## config.mk

```make
export PLATFORM = sky130hd
export DESIGN_NAME = dcache_stats
export DESIGN_NICKNAME = d
export VERILOG_FILES = /design/src/rtl/dcache_pkg.sv /design/src/rtl/dcache_stats.sv
export SDC_FILE = /design/constraint.sdc
export NUM_CORES = 1
export LEC_CHECK = 0
export BUFFER_PORTS_ARGS = -buffer_cell sky130_fd_sc_hd__buf_2
export CORE_ASPECT_RATIO = 0.5
export CORE_UTILIZATION = 56
export CTS_CLUSTER_DIAMETER = 80
export DETAILED_ROUTE_END_ITERATION = 16
export PLACE_DENSITY = 0.82
export SLEW_MARGIN = 0
export SYNTH_ARGS = -nofsm -noshare
export SYNTH_HDL_FRONTEND = slang
export SYNTH_SLANG_ARGS = --single-unit
export TNS_END_PERCENT = 10
```

## constraint.sdc

```tcl
create_clock -name clk_i -period 3 [get_ports clk_i]
set_input_delay 0.45 -clock clk_i [delete_from_list [all_inputs] [get_ports clk_i]]
set_output_delay 0.45 -clock clk_i [all_outputs]
set_load 0.02 [all_outputs]
```

## src/rtl/dcache_pkg.sv

```systemverilog
package dcache_pkg;
    // Outcome of one accepted request, as seen by the statistics unit
    typedef struct packed {
        logic valid;
        logic write;
        logic miss;
    } acc_event_t;
endpackage

```

## src/rtl/dcache_stats.sv

```systemverilog
module dcache_stats
    import dcache_pkg::*;
#(
    parameter int CNT_W = 32
) (
    input  logic             clk_i,
    input  logic             rst_ni,
    input  acc_event_t       ev_i,
    input  logic             wb_i,
    output logic [CNT_W-1:0] access_o,
    output logic [CNT_W-1:0] load_o,
    output logic [CNT_W-1:0] store_o,
    output logic [CNT_W-1:0] miss_o,
    output logic [CNT_W-1:0] load_miss_o,
    output logic [CNT_W-1:0] store_miss_o,
    output logic [CNT_W-1:0] wb_o
);
    typedef struct packed {
        logic [CNT_W-1:0] access;
        logic [CNT_W-1:0] load;
        logic [CNT_W-1:0] store;
        logic [CNT_W-1:0] miss;
        logic [CNT_W-1:0] load_miss;
        logic [CNT_W-1:0] store_miss;
        logic [CNT_W-1:0] wb;
    } cnt_t;

    cnt_t cnt_d, cnt_q;

    always_comb begin
        cnt_d = cnt_q;
        if (ev_i.valid) begin
            cnt_d.access = cnt_q.access + 1'b1;
            if (ev_i.write) cnt_d.store = cnt_q.store + 1'b1;
            else            cnt_d.load  = cnt_q.load + 1'b1;
            if (ev_i.miss) begin
                cnt_d.miss = cnt_q.miss + 1'b1;
                if (ev_i.write) cnt_d.store_miss = cnt_q.store_miss + 1'b1;
                else            cnt_d.load_miss  = cnt_q.load_miss + 1'b1;
            end
        end
        if (wb_i) cnt_d.wb = cnt_q.wb + 1'b1;
    end

    always_ff @(posedge clk_i) begin
        if (!rst_ni) cnt_q <= '0;
        else         cnt_q <= cnt_d;
    end

    assign access_o     = cnt_q.access;
    assign load_o       = cnt_q.load;
    assign store_o      = cnt_q.store;
    assign miss_o       = cnt_q.miss;
    assign load_miss_o  = cnt_q.load_miss;
    assign store_miss_o = cnt_q.store_miss;
    assign wb_o         = cnt_q.wb;

    assert_access_split_R8: assert property (@(posedge clk_i) disable iff (!rst_ni)
        cnt_q.access == cnt_q.load + cnt_q.store);
    assert_miss_split_R8: assert property (@(posedge clk_i) disable iff (!rst_ni)
        cnt_q.miss == cnt_q.load_miss + cnt_q.store_miss);
    assert_miss_le_access_R8: assert property (@(posedge clk_i) disable iff (!rst_ni)
        cnt_q.miss <= cnt_q.access);
    assert_wb_step_R10: assert property (@(posedge clk_i) disable iff (!rst_ni)
        (cnt_q.wb == $past(cnt_q.wb)) || (cnt_q.wb == $past(cnt_q.wb) + 1'b1));
endmodule

```

Word level (Yosys, flattened, before mapping)
Cells that the tools add are included.
{"block": "word_totals", "in_bits": 6, "wordCells": 20, "regBits": 224}
{"block": "classes", "n_addsub": 7, "bitwise": 1, "n_reduce_logical": 5}
{"cell": "$add 32x1->32 const B", "n": 7}
{"cell": "$reduce_and 2->1", "n": 3}
{"cell": "$reduce_and 3->1", "n": 2}
{"cell": "$not 1->1", "n": 1}

Longest topological paths before layout
Gate-level depths: netlist of run 1.
{"block": "depth", "word_depth": 2, "ltp_mapped": 8}

Least setup slack after synthesis of run 1
No wires, ideal clock.
{"block": "synth_path", "path_type": "reg2reg", "startpoint": "register cnt_q, in the netlist store_miss_o[0]", "endpoint": "register cnt_q, in the netlist store_miss_o[18]", "path_slack_ns": 0.859, "setup_ns": 0.070, "arrival_ns": 2.071, "stages_incl_launch_ff": 7, "n_path_buf": 1, "path_cell_list": "dfxtp_1 ha_1 nand2_1 or4_1 clkbuf_1 or4_1 a21oi_1"}
{"block": "synth_between", "elab_chain_len": 1}
{"element": "start, declared", "line": "dcache_stats.sv:28", "text": "cnt_t cnt_d, cnt_q;"}
{"element": "start signal, assigned", "line": "dcache_stats.sv:47", "text": "else cnt_q <= cnt_d;"}
{"element": "$add 32x1->32", "line": "dcache_stats.sv:38", "text": "if (ev_i.write) cnt_d.store_miss = cnt_q.store_miss + 1'b1;"}
No other way between the ends.
A chain may end at the register's enable or synchronous reset.

Worst setup path after layout of run 1
{"block": "layout_path", "startpoint": "register cnt_q, in the netlist miss_o[12]", "endpoint": "register cnt_q, in the netlist miss_o[23]"}
{"block": "layout_between", "elab_chain_len": 1}
{"element": "$add 32x1->32", "line": "dcache_stats.sv:37", "text": "cnt_d.miss = cnt_q.miss + 1'b1;"}
No other way between the ends.

==> results of run 1 <==
sequential cells by signal, indices dropped and copies added (netlist names):
name          cells
store_o          32
store_miss_o     32
wb_o             32
load_o           32
miss_o           32
access_o         32
load_miss_o      32
worst max-delay path, delay by kind of cell (launching register included):
family	cells	cell delay, ns
flip-flops	1	0.46
AO/OA/AOI/OAI	1	0.16
AND/OR/NAND/NOR	3	1.67
per-layer routing:
layer	GRT usage	wire length, um
met4	0.0996	827
met2	0.438	12900
met3	0.0495	1970
met5	0	0
met1	0.359	12300
where the power goes:
part | internal [mW] | total, mW | leakage, nW | switching, mW
clock network | 1.69 | 2.85 | 0.363 | 1.16
logic | 0.0430 | 0.157 | 2.49 | 0.114
registers | 2.99 | 3.00 | 1.81 | 0.0156
total | 4.72 | 6.01 | 4.65 | 1.29
placed cells by master, fill, tap and decap left out, drive strengths merged, types with 2 or more instances in the layout:
cell type  count
a21oi        126
and2           9
and3          19
and4          25
and4b          2
buf          238
bufinv         3
clkbuf        29
clkinv         3
dfxtp        224
ha             7
inv           32
mux2i         26
nand2        100
nand2b        27
nand3         71
nand4         54
nand4b         2
nor2          65
nor3          14
nor4          29
o21a           8
o21ai         37
o311ai         6
o31a           6
o31ai         87
o41ai          6
or3           41
or4           97
xnor2         29
xor2          30
worst paths after layout:
path	startpoint	end	slack (ns)
worst min-delay path	wb_i	wb_o[0]	0.29
worst max-delay path	miss_o[12]	miss_o[23]	0.63
worst min register to register	miss_o[31]	miss_o[31]	0.47
worst max register to register	miss_o[12]	miss_o[23]	0.63
final cells by class:
| cell class | instances | share of cell area |
|---|---|---|
| multi-input cells | 928 | 0.455 |
| flip-flops and latches | 224 | 0.354 |
| repair buffers | 238 | 0.0978 |
| clock buffers | 29 | 0.0486 |
| well taps | 259 | 0.0256 |
| inverters | 31 | 0.00958 |
| clock inverters | 7 | 0.00928 |
cell families (layout without fill, tap and decap cells):
family | after synthesis | in the layout | synth area share
simple gates | 560 | 560 | 0.300
buf+inv | 115 | 305 | 0.0422
xor+xnor | 59 | 59 | 0.0483
fa+ha+maj | 7 | 7 | 0.00818
flops | 224 | 224 | 0.419
mux | 26 | 26 | 0.0243
compound gates | 276 | 276 | 0.158
==> load_flow_metrics.sql, run 1 <==
INSERT INTO impl_metrics (metric_group, metric, value, unit) VALUES
('cells_and_area', 'finish.utilization', '0.682', ''),
('setup_path', 'crit_chain', 'nand4_2 > or4_1 > or4_1 > a21oi_1', ''),
('logic_synthesis', 'area_of_the_mapped_netlist', '10700', 'um2'),
('cts', 'clockRootBuffer', 'sky130_fd_sc_hd__clkbuf_16', ''),
('logic_synthesis', 'synth_top_cell_area_share', '0.419', ''),
('logic_synthesis', 'postSynthRegisterBits', '224', ''),
('sta', 'final_cycle_utilization_of_the_critical_path', '0.789', ''),
('sta', 'achievable-frequency', '422', 'MHz'),
('cts', 'ctsHoldBuffers', '0', ''),
('cts', 'worstSkewPairLatency', '0.51', 'ns'),
('die', 'floorplan.die_area', '19700', 'um2'),
('run_status', 'outcome', 'finished, final reports clean', ''),
('logic_synthesis', 'yosys.area.top_type', 'sky130_fd_sc_hd__dfxtp_1', ''),
('cells_and_area', 'layoutNonFillerInstCount', '1716', ''),
('place', 'portBuffers', '229', ''),
('cts', 'cts-root-to-sink-buffers', '3', ''),
('cts', 'cts.reportedPaths.clkPinSlew', '0.06', 'ns'),
('logic_synthesis', 'synth_nets', '1280', ''),
('detailed_routing', 'route.detailed.wl_per_inst', '16.3', 'um'),
('sta', 'whs', '0.292', 'ns'),
('global_route', 'grt_start_max_net_pins', '85', ''),
('sta', 'worst_pin_slew', '0.714', 'ns'),
('setup_path', 'r2r.worst_path.cells', '4', ''),
('cts', 'number_of_levels_in_the_clock_h_tree', '1', ''),
('pwr', 'power', '6.01', 'mW'),
('cells_and_area', 'multi_input_comb_area', '5770', 'um2'),
('setup_path', 'critical-path-top-cell-by-count', 'sky130_fd_sc_hd__or4_1', ''),
('sta', 'timing_max_transition_violations_final', '0', ''),
('logic_synthesis', 'synth_flop_cell', 'sky130_fd_sc_hd__dfxtp_1', ''),
('die', 'initial_core_util', '0.576', ''),
('die', 'placementRows', '35', ''),
('detailed_routing', 'final_routed_drc_violation_total', '0', ''),
('setup_path', 'worstSetupStartpointType', 'register', ''),
('logic_synthesis', 'netlist_top_cells_area', 'sky130_fd_sc_hd__dfxtp_1 (42%), sky130_fd_sc_hd__or4_1 (6.7%), sky130_fd_sc_hd__o31ai_1 (6.1%), sky130_fd_sc_hd__a21oi_1 (5.9%), sky130_fd_sc_hd__nand2_1 (3.5%)', ''),
('detailed_routing', 'number_of_nets_still_failing_antenna_checks_after_routing', '0', ''),
('setup_path', 'timing_worst_setup_path_type', 'reg -> reg', ''),
('setup_path', 'critPathMaxFanout', '25', ''),
('sta', 'setup_viol', '0', ''),
('sta', 'finalHoldViolations', '0', ''),
('sta', 'layout_min_cycle_time', '2.37', 'ns'),
('setup_path', 'timing.critical_path.slowest_cell_delay', '0.90', 'ns'),
('place', 'dpl_worst_slack', '0.323', 'ns'),
('cts', 'cts_resized', '0', ''),
('global_route', 'initial_antenna_violation_count', '0', ''),
('global_route', 'global_route_total_overflow', '0', ''),
('worst_hold_path', 'worst_hold_path_type', 'in -> reg', ''),
('global_route', 'grt_first_pass_wirelength', '44700', 'um'),
('logic_synthesis', 'yosys-top-cells-count', 'sky130_fd_sc_hd__dfxtp_1 (224), sky130_fd_sc_hd__a21oi_1 (126), sky130_fd_sc_hd__nand2_1 (100), sky130_fd_sc_hd__or4_1 (96), sky130_fd_sc_hd__o31ai_1 (87)', ''),
('cells_and_area', 'seqCellArea', '4480', 'um2'),
('sta', 'fin_ws', '0.632', 'ns'),
('pwr', 'worst_case_vdd_ir_drop', '334', 'uV'),
('cts', 'post-cts-setup-buffer-count', '0', ''),
('sta', 'total_negative_slack_for_setup_checks', '0', 'ns'),
('detailed_routing', 'postRouteWirelength', '28000', 'um'),
('setup_path', 'slowest_stage', 'sky130_fd_sc_hd__or4_1', ''),
('detailed_routing', 'avgViaCountPerCell', '6.18', ''),
('logic_synthesis', 'synth.lib_cells_used.distinct', '41', ''),
('run', 'max-cap-violations', '0', ''),
('logic_synthesis', 'synthesis.area_per_instance', '8.45', 'um2'),
('cells_and_area', 'drive_above_1_share', '0.191', ''),
('pwr', 'static-leakage-power', '4.65', 'nW'),
('place', 'routability_cong', '0.873', ''),
('cts', 'clkSinkCount', '224', ''),
('die', 'die_h', '99.8', 'um'),
('cts', 'numCtsBuffers', '21', ''),
('detailed_routing', 'dr_total_vias', '10599', ''),
('die', 'floorplan.die.width', '198', 'um'),
('logic_synthesis', 'synth-warning-count', '0', ''),
('global_route', 'grtUsageTotal', '0.269', ''),
('pwr', 'power-per-cell-area', '474', 'nW/um2'),
('cts', 'cts_tree', 'yes', '');
Power figures use the tool's default switching activity.
==> inputs of run 2 (changes only) <==
--- a/config.mk
+++ b/config.mk
@@ -7,10 +7,10 @@
 export LEC_CHECK = 0
 export BUFFER_PORTS_ARGS = -buffer_cell sky130_fd_sc_hd__buf_2
 export CORE_ASPECT_RATIO = 0.5
-export CORE_UTILIZATION = 56
+export CORE_UTILIZATION = 50
 export CTS_CLUSTER_DIAMETER = 80
 export DETAILED_ROUTE_END_ITERATION = 16
-export PLACE_DENSITY = 0.82
+export PLACE_DENSITY = 0.77
 export SLEW_MARGIN = 0
 export SYNTH_ARGS = -nofsm -noshare
 export SYNTH_HDL_FRONTEND = slang
==> constraint.sdc (replaced) <==
create_clock -name clk_i -period 2 [get_ports clk_i]
set_input_delay 0.3 -clock clk_i [delete_from_list [all_inputs] [get_ports clk_i]]
set_output_delay 0.3 -clock clk_i [all_outputs]
set_load 0.02 [all_outputs]
==> load_flow_metrics.sql, run 2 (synthesis gave the netlist of run 1 again) <==
INSERT INTO impl_metrics (metric_group, metric, value, unit) VALUES
('run_status', 'outcome', 'finished, violations left', ''),
('run_status', 'failed_checks', 'setup timing', ''),
('die', 'ios', '230', ''),
('worst_hold_path', 'min_from', 'wb_i', ''),
('place', 'numPlacedInstances', '1815', ''),
('setup_path', 'critical_path.endpoint_type', 'register', ''),
('cts', 'worstSkewPairLatency', '0.51', 'ns'),
('cells_and_area', 'final_common_cell', 'sky130_fd_sc_hd__buf_2', ''),
('sta', 'setup_viol', '1', ''),
('detailed_routing', 'dr_total_vias', '11011', ''),
('setup_path', 'setup.reg_to_reg.worst_slack', '-0.01', 'ns'),
('detailed_routing', 'postRouteWirelength', '30300', 'um'),
('sta', 'achievable-frequency', '498', 'MHz'),
('detailed_routing', 'drtIter0Drc', '710', ''),
('setup_path', 'worstSetupStartpointType', 'register', ''),
('die', 'floorplan.die_area', '22000', 'um2'),
('pwr', 'power', '8.71', 'mW'),
('cells_and_area', 'drive_above_1_share', '0.287', ''),
('cells_and_area', 'postLayoutCellArea', '13800', 'um2'),
('worst_hold_path', 'min_path_cells', '4', ''),
('detailed_routing', 'final_routed_drc_violation_total', '0', ''),
('global_route', 'first_global_vias', '9895', ''),
('cts', 'numCtsBuffers', '21', ''),
('cells_and_area', 'n_fill_cell', '1686', ''),
('cells_and_area', 'layoutNonFillerInstCount', '1855', ''),
('die', 'placementRows', '37', ''),
('setup_path', 'timing.critical_path.slowest_cell_delay', '0.59', 'ns'),
('detailed_routing', 'drt_first_pass_iters', '5', ''),
('sta', 'final_cycle_utilization_of_the_critical_path', '1.00', ''),
('pwr', 'power-per-cell-area', '631', 'nW/um2'),
('setup_path', 'critPathRequiredTime', '2.43', 'ns'),
('die', 'floorplan.die.width', '209', 'um'),
('setup_path', 'critPathMaxFanout', '5', ''),
('sta', 'worst_pin_slew', '0.550', 'ns'),
('pwr', 'static-leakage-power', '5.31', 'nW'),
('setup_path', 'crit_family', 'simple AND/OR/NAND/NOR gates', ''),
('cts', 'cts-root-to-sink-buffers', '3', ''),
('setup_path', 'crit_chain', 'ha_4 > nand2_4 > or4_4 > buf_12 > or4_4 > a21oi_2', ''),
('sta', 'max-slew-margin-rel', '0.633', ''),
('setup_path', 'critical-path-top-cell-by-count', 'sky130_fd_sc_hd__or4_4', ''),
('sta', 'timing_max_transition_violations_final', '0', ''),
('worst_hold_path', 'hold_path_end', 'wb_o[1]', ''),
('die', 'die_h', '105', 'um'),
('cts', 'cts_tree', 'yes', ''),
('setup_path', 'worstReg2RegEnd', 'store_miss_o[18]', ''),
('cells_and_area', 'insertedDiodeCount', '0', ''),
('pwr', 'worst_case_vdd_ir_drop', '509', 'uV'),
('detailed_routing', 'route.detailed.wl_per_inst', '16.3', 'um'),
('place', 'dpl_worst_slack', '-0.210', 'ns'),
('cts', 'ctsHoldBuffers', '0', ''),
('place', 'place.detailed.hpwl', '20700', 'um'),
('detailed_routing', 'avgViaCountPerCell', '5.94', ''),
('sta', 'whs', '0.236', 'ns'),
('sta', 'finalHoldViolations', '0', ''),
('sta', 'layout_min_cycle_time', '2.01', 'ns'),
('die', 'initial_core_util', '0.516', ''),
('cells_and_area', 'num-nets-final', '1582', ''),
('place', 'routability_cong', '0.882', ''),
('setup_path', 'timing_worst_setup_path_type', 'reg -> reg', ''),
('setup_path', 'slowest_stage', 'sky130_fd_sc_hd__or4_4', ''),
('setup_path', 'critical_path.reg2reg.startpoint', 'store_miss_o[1]', ''),
('place', 'post_dp_cell_area', '12900', 'um2'),
('global_route', 'global_route_total_overflow', '0', ''),
('detailed_routing', 'number_of_nets_still_failing_antenna_checks_after_routing', '0', ''),
('cells_and_area', 'syn_to_final_growth', '29.1', '%'),
('cts', 'number_of_levels_in_the_clock_h_tree', '1', ''),
('cells_and_area', 'most-common-layout-cells', 'sky130_fd_sc_hd__buf_2 (229), sky130_fd_sc_hd__dfxtp_1 (204), sky130_fd_sc_hd__buf_4 (122), sky130_fd_sc_hd__a21oi_1 (117), sky130_fd_sc_hd__nand2_1 (99)', ''),
('cts', 'clkSinkCount', '224', ''),
('setup_path', 'critPathArrivalTime', '2.44', 'ns'),
('place', 'portBuffers', '229', ''),
('global_route', 'grtUsageTotal', '0.260', ''),
('worst_hold_path', 'worst_hold_path_type', 'in -> reg', ''),
('run', 'max-cap-violations', '0', ''),
('cts', 'cts.reportedPaths.clkPinSlew', '0.07', 'ns'),
('setup_path', 'r2r.worst_path.cells', '6', ''),
('sta', 'rsz0062_at_grt', 'yes', ''),
('sta', 'fin_ws', '-0.00953', 'ns'),
('die', 'core_area', '20700', 'um2'),
('global_route', 'initial_antenna_violation_count', '0', ''),
('sta', 'worst_clock_skew', '0.00898', 'ns'),
('setup_path', 'cp.buffers_inverters', '1', ''),
('cts', 'clockRootBuffer', 'sky130_fd_sc_hd__clkbuf_16', ''),
('global_route', 'grt_first_pass_wirelength', '48200', 'um'),
('global_route', 'grt_start_max_net_pins', '65', '');
## run 2: cell types whose count changed in the layout (fill, tap and decap cells not counted), moves of 3 or more
cell,delta
sky130_fd_sc_hd__a21oi_1,-9
sky130_fd_sc_hd__dfxtp_1,-20
sky130_fd_sc_hd__ha_1,-3
sky130_fd_sc_hd__or4_1,-14
sky130_fd_sc_hd__buf_6,+4
sky130_fd_sc_hd__buf_12,+3
sky130_fd_sc_hd__nor4_2,+4
sky130_fd_sc_hd__clkbuf_1,+5
sky130_fd_sc_hd__buf_4,+115
sky130_fd_sc_hd__dfxtp_2,+20
sky130_fd_sc_hd__nor4_1,-4
sky130_fd_sc_hd__or4_4,+14
sky130_fd_sc_hd__a21oi_2,+9
## run 2: per-layer routing
layer / vias up / GRT usage / share of wire
met5: - / 0 / 0
met4: 0 / 0.0683 / 0.022
met3: 56 / 0.0438 / 0.048
met2: 312 / 0.440 / 0.48
met1: 5274 / 0.343 / 0.45
li1: 5369 / - / -
## run 2: timing repair
item,in CTS,in global routing
endpoints found under the setup margin,8,59
gates resized for setup,7,55
setup buffers,0,2
cloned,0,2
pin swaps,2,19
## run 2: how the worst max path moves through the flow
stage,start,end,slack (ns),depth (start not counted)
3_5_place_dp,ev_i[2],load_o[20],-0.21,6
4_1_cts,store_miss_o[0],store_miss_o[14],-0.01,6
2_1_floorplan,store_miss_o[15],store_miss_o[23],-0.05,6
6_report,store_miss_o[1],store_miss_o[18],-0.01,6
3_3_place_gp,ev_i[1],load_o[21],-0.11,5
5_1_grt,store_miss_o[1],store_miss_o[12],-0.05,6
## run 2: final cells by class
| class | count | area, um2 | area share |
|---|---|---|---|
| multi-input combinational | 928 | 5920 | 0.428 |
| clock inverter | 4 | 45.0 | 0.00326 |
| tap | 273 | 342 | 0.0247 |
| clock buffer | 32 | 607 | 0.0439 |
| inverter | 31 | 121 | 0.00878 |
| timing repair buffer | 363 | 2270 | 0.164 |
| sequential | 224 | 4510 | 0.326 |
## run 2: metrics by stage
stage                     utilization  TNS [ns]
after floorplan                     -    -0.499
after global placement          0.621    -0.630
after detailed placement        0.621     -2.97
after CTS                       0.654  -0.00961
after global routing            0.666    -0.523
final                           0.666  -0.00953
## run 2: power breakdown
group          internal [mW]  leakage, nW  switching [mW]
Combinational         0.0881         3.17           0.188
Clock                   2.22        0.322            1.72
Sequential              4.48         1.81          0.0200
Total                   6.79         5.31            1.93
## run 2: worst register-to-register path: cells and delay by family, from the launching register on
kind,cells,cell delay [ns]
buffers and inverters,1,0.17
and+or+nand+nor,3,1.12
DFF,1,0.36
adders and majority gates,1,0.15
AOI/OAI and AO/OA,1,0.15
==> inputs of run 3 (changes only) <==
--- a/config.mk
+++ b/config.mk
@@ -7,10 +7,10 @@
 export LEC_CHECK = 0
 export BUFFER_PORTS_ARGS = -buffer_cell sky130_fd_sc_hd__buf_2
 export CORE_ASPECT_RATIO = 0.5
-export CORE_UTILIZATION = 50
+export CORE_UTILIZATION = 43
 export CTS_CLUSTER_DIAMETER = 80
 export DETAILED_ROUTE_END_ITERATION = 16
-export PLACE_DENSITY = 0.77
+export PLACE_DENSITY = 0.68
 export SLEW_MARGIN = 0
 export SYNTH_ARGS = -nofsm -noshare
 export SYNTH_HDL_FRONTEND = slang
==> load_flow_metrics.sql, run 3 (synthesis gave the netlist of run 1 again) <==
INSERT INTO impl_metrics (metric_group, metric, value, unit) VALUES
('global_route', 'grtUsageTotal', '0.226', ''),
('detailed_routing', 'number_of_nets_still_failing_antenna_checks_after_routing', '0', ''),
('die', 'ios', '230', ''),
('cells_and_area', 'syn_to_final_growth', '30.7', '%'),
('die', 'initial_core_util', '0.442', ''),
('cts', 'cts-root-to-sink-buffers', '3', ''),
('global_route', 'initial_antenna_violation_count', '0', ''),
('detailed_routing', 'drt_first_pass_iters', '5', ''),
('sta', 'setup_viol', '0', ''),
('die', 'core_area', '24200', 'um2'),
('cells_and_area', 'multi_input_comb_area', '5880', 'um2'),
('detailed_routing', 'dr_total_vias', '10950', ''),
('run', 'max-cap-violations', '0', ''),
('cts', 'cts_tree', 'yes', ''),
('global_route', 'first_global_vias', '9839', ''),
('detailed_routing', 'avgViaCountPerCell', '5.70', ''),
('die', 'floorplan.die.width', '225', 'um'),
('sta', 'achievable-frequency', '507', 'MHz'),
('cells_and_area', 'most-common-layout-cells', 'sky130_fd_sc_hd__buf_2 (229), sky130_fd_sc_hd__dfxtp_1 (206), sky130_fd_sc_hd__a21oi_1 (120), sky130_fd_sc_hd__buf_4 (120), sky130_fd_sc_hd__nand2_1 (99)', ''),
('die', 'die_h', '114', 'um'),
('cts', 'clockRootBuffer', 'sky130_fd_sc_hd__clkbuf_16', ''),
('cts', 'number_of_levels_in_the_clock_h_tree', '1', ''),
('run_status', 'outcome', 'finished, final reports clean', ''),
('setup_path', 'critPathMaxFanout', '10', ''),
('setup_path', 'timing_worst_setup_path_type', 'reg -> reg', ''),
('detailed_routing', 'drtIter0Drc', '715', ''),
('sta', 'layout_min_cycle_time', '1.97', 'ns'),
('sta', 'worst_clock_skew', '0.0110', 'ns'),
('die', 'floorplan.die_area', '25600', 'um2'),
('cells_and_area', 'drive_above_1_share', '0.283', ''),
('global_route', 'global_route_total_overflow', '0', ''),
('cells_and_area', 'finish.utilization', '0.578', ''),
('sta', 'finalHoldViolations', '0', ''),
('sta', 'rsz0062_at_grt', 'yes', ''),
('worst_hold_path', 'worst_hold_path_type', 'in -> reg', ''),
('global_route', 'grt_start_max_net_pins', '62', ''),
('cells_and_area', 'seqCellArea', '4510', 'um2'),
('die', 'placementRows', '40', ''),
('cells_and_area', 'final_common_cell', 'sky130_fd_sc_hd__buf_2', ''),
('cells_and_area', 'num-nets-final', '1582', ''),
('sta', 'total_negative_slack_for_setup_checks', '0', 'ns'),
('pwr', 'static-leakage-power', '5.36', 'nW'),
('cts', 'cts.reportedPaths.clkPinSlew', '0.07', 'ns'),
('setup_path', 'critPathArrivalTime', '2.42', 'ns'),
('global_route', 'grt_first_pass_wirelength', '48400', 'um'),
('sta', 'worst_pin_slew', '0.557', 'ns'),
('cells_and_area', 'n_fill_cell', '2233', ''),
('pwr', 'power-per-cell-area', '664', 'nW/um2'),
('pwr', 'worst_case_vdd_ir_drop', '472', 'uV'),
('setup_path', 'worstSetupStartpointType', 'register', ''),
('setup_path', 'critPathRequiredTime', '2.45', 'ns'),
('cts', 'clkSinkCount', '224', ''),
('worst_hold_path', 'min_path_cells', '4', ''),
('place', 'portBuffers', '229', ''),
('sta', 'timing_max_transition_violations_final', '0', ''),
('place', 'place.detailed.hpwl', '21000', 'um'),
('detailed_routing', 'route.detailed.wl_per_inst', '16.0', 'um'),
('setup_path', 'critical_path.endpoint_type', 'register', ''),
('sta', 'max-slew-margin-rel', '0.628', ''),
('cts', 'ctsHoldBuffers', '0', ''),
('detailed_routing', 'final_routed_drc_violation_total', '0', ''),
('cts', 'numCtsBuffers', '22', ''),
('cts', 'worstSkewPairLatency', '0.52', 'ns'),
('setup_path', 'r2r.worst_path.cells', '6', ''),
('cells_and_area', 'insertedDiodeCount', '0', ''),
('detailed_routing', 'postRouteWirelength', '30700', 'um'),
('place', 'routability_cong', '0.870', ''),
('sta', 'final_cycle_utilization_of_the_critical_path', '0.986', '');
## run 3: changes by cell type in the layout (fill, tap and decap cells not counted), moves of 3 or more
| cell | change |
|---|---|
| sky130_fd_sc_hd__clkbuf_1 | -5 |
| sky130_fd_sc_hd__or4_1 | +6 |
| sky130_fd_sc_hd__a21oi_1 | +3 |
| sky130_fd_sc_hd__a21oi_2 | -3 |
| sky130_fd_sc_hd__clkinv_4 | +3 |
| sky130_fd_sc_hd__or4_4 | -6 |
| sky130_fd_sc_hd__clkbuf_16 | +3 |
## run 3: cell type report
type | count | area share
multi-input cells | 928 | 0.420
flip-flops and latches | 224 | 0.322
repair buffers | 362 | 0.164
clock buffers | 28 | 0.0446
well taps | 336 | 0.0300
clock inverters | 12 | 0.0108
inverters | 31 | 0.00867
## run 3: path summary, 6_finish.rpt
check	startpoint	to	slack [ns]
worst max register to register	store_miss_o[1]	store_miss_o[14]	0.03
worst max-delay path	store_miss_o[1]	store_miss_o[14]	0.03
worst min-delay path	wb_i	wb_o[0]	0.20
worst min register to register	load_miss_o[31]	load_miss_o[31]	0.47
## run 3: routing by layer
metal | track usage | wire length (um) | up-vias
met5 | 0 | 0 | -
met3 | 0.0446 | 1480 | 60
met4 | 0.0689 | 867 | 0
met2 | 0.383 | 14600 | 264
li1 | - | - | 5388
met1 | 0.291 | 13800 | 5238
## run 3: power by group
group	switching (mW)	leakage, nW	internal (mW)
Sequential	0.0196	1.81	4.48
Combinational	0.189	3.17	0.0970
Clock	1.89	0.378	2.62
## run 3: stage by stage
stage               cell area, um2  cells  hold slack (ns)  total power, mW  setup WS [ns]
floorplan                    10700   1267            0.525             4.77        -0.0513
global placement             13000   1875            0.452             4.87         -0.106
detailed placement           13000   1875            0.466             4.88         -0.111
CTS                          13700   1916            0.171             9.39       -0.00855
global route                 14000   1921            0.216             9.59        -0.0286
finish                       14000   1921            0.197             9.29         0.0278
## run 3: timing repair
action / in CTS / in global routing
setup buffers: 1 / 2
pin swaps: 3 / 13
gates resized for setup: 4 / 42
gates cloned: 0 / 3
endpoints found under the setup margin: 9 / 53
## run 3: worst max-delay path, cell delays in order, from the launching register on
cell	delay [ns]
sky130_fd_sc_hd__dfxtp_2	0.35
sky130_fd_sc_hd__ha_4	0.14
sky130_fd_sc_hd__nand2_2	0.06
sky130_fd_sc_hd__or4_4	0.52
sky130_fd_sc_hd__buf_8	0.16
sky130_fd_sc_hd__or4_4	0.52
sky130_fd_sc_hd__a21oi_2	0.15
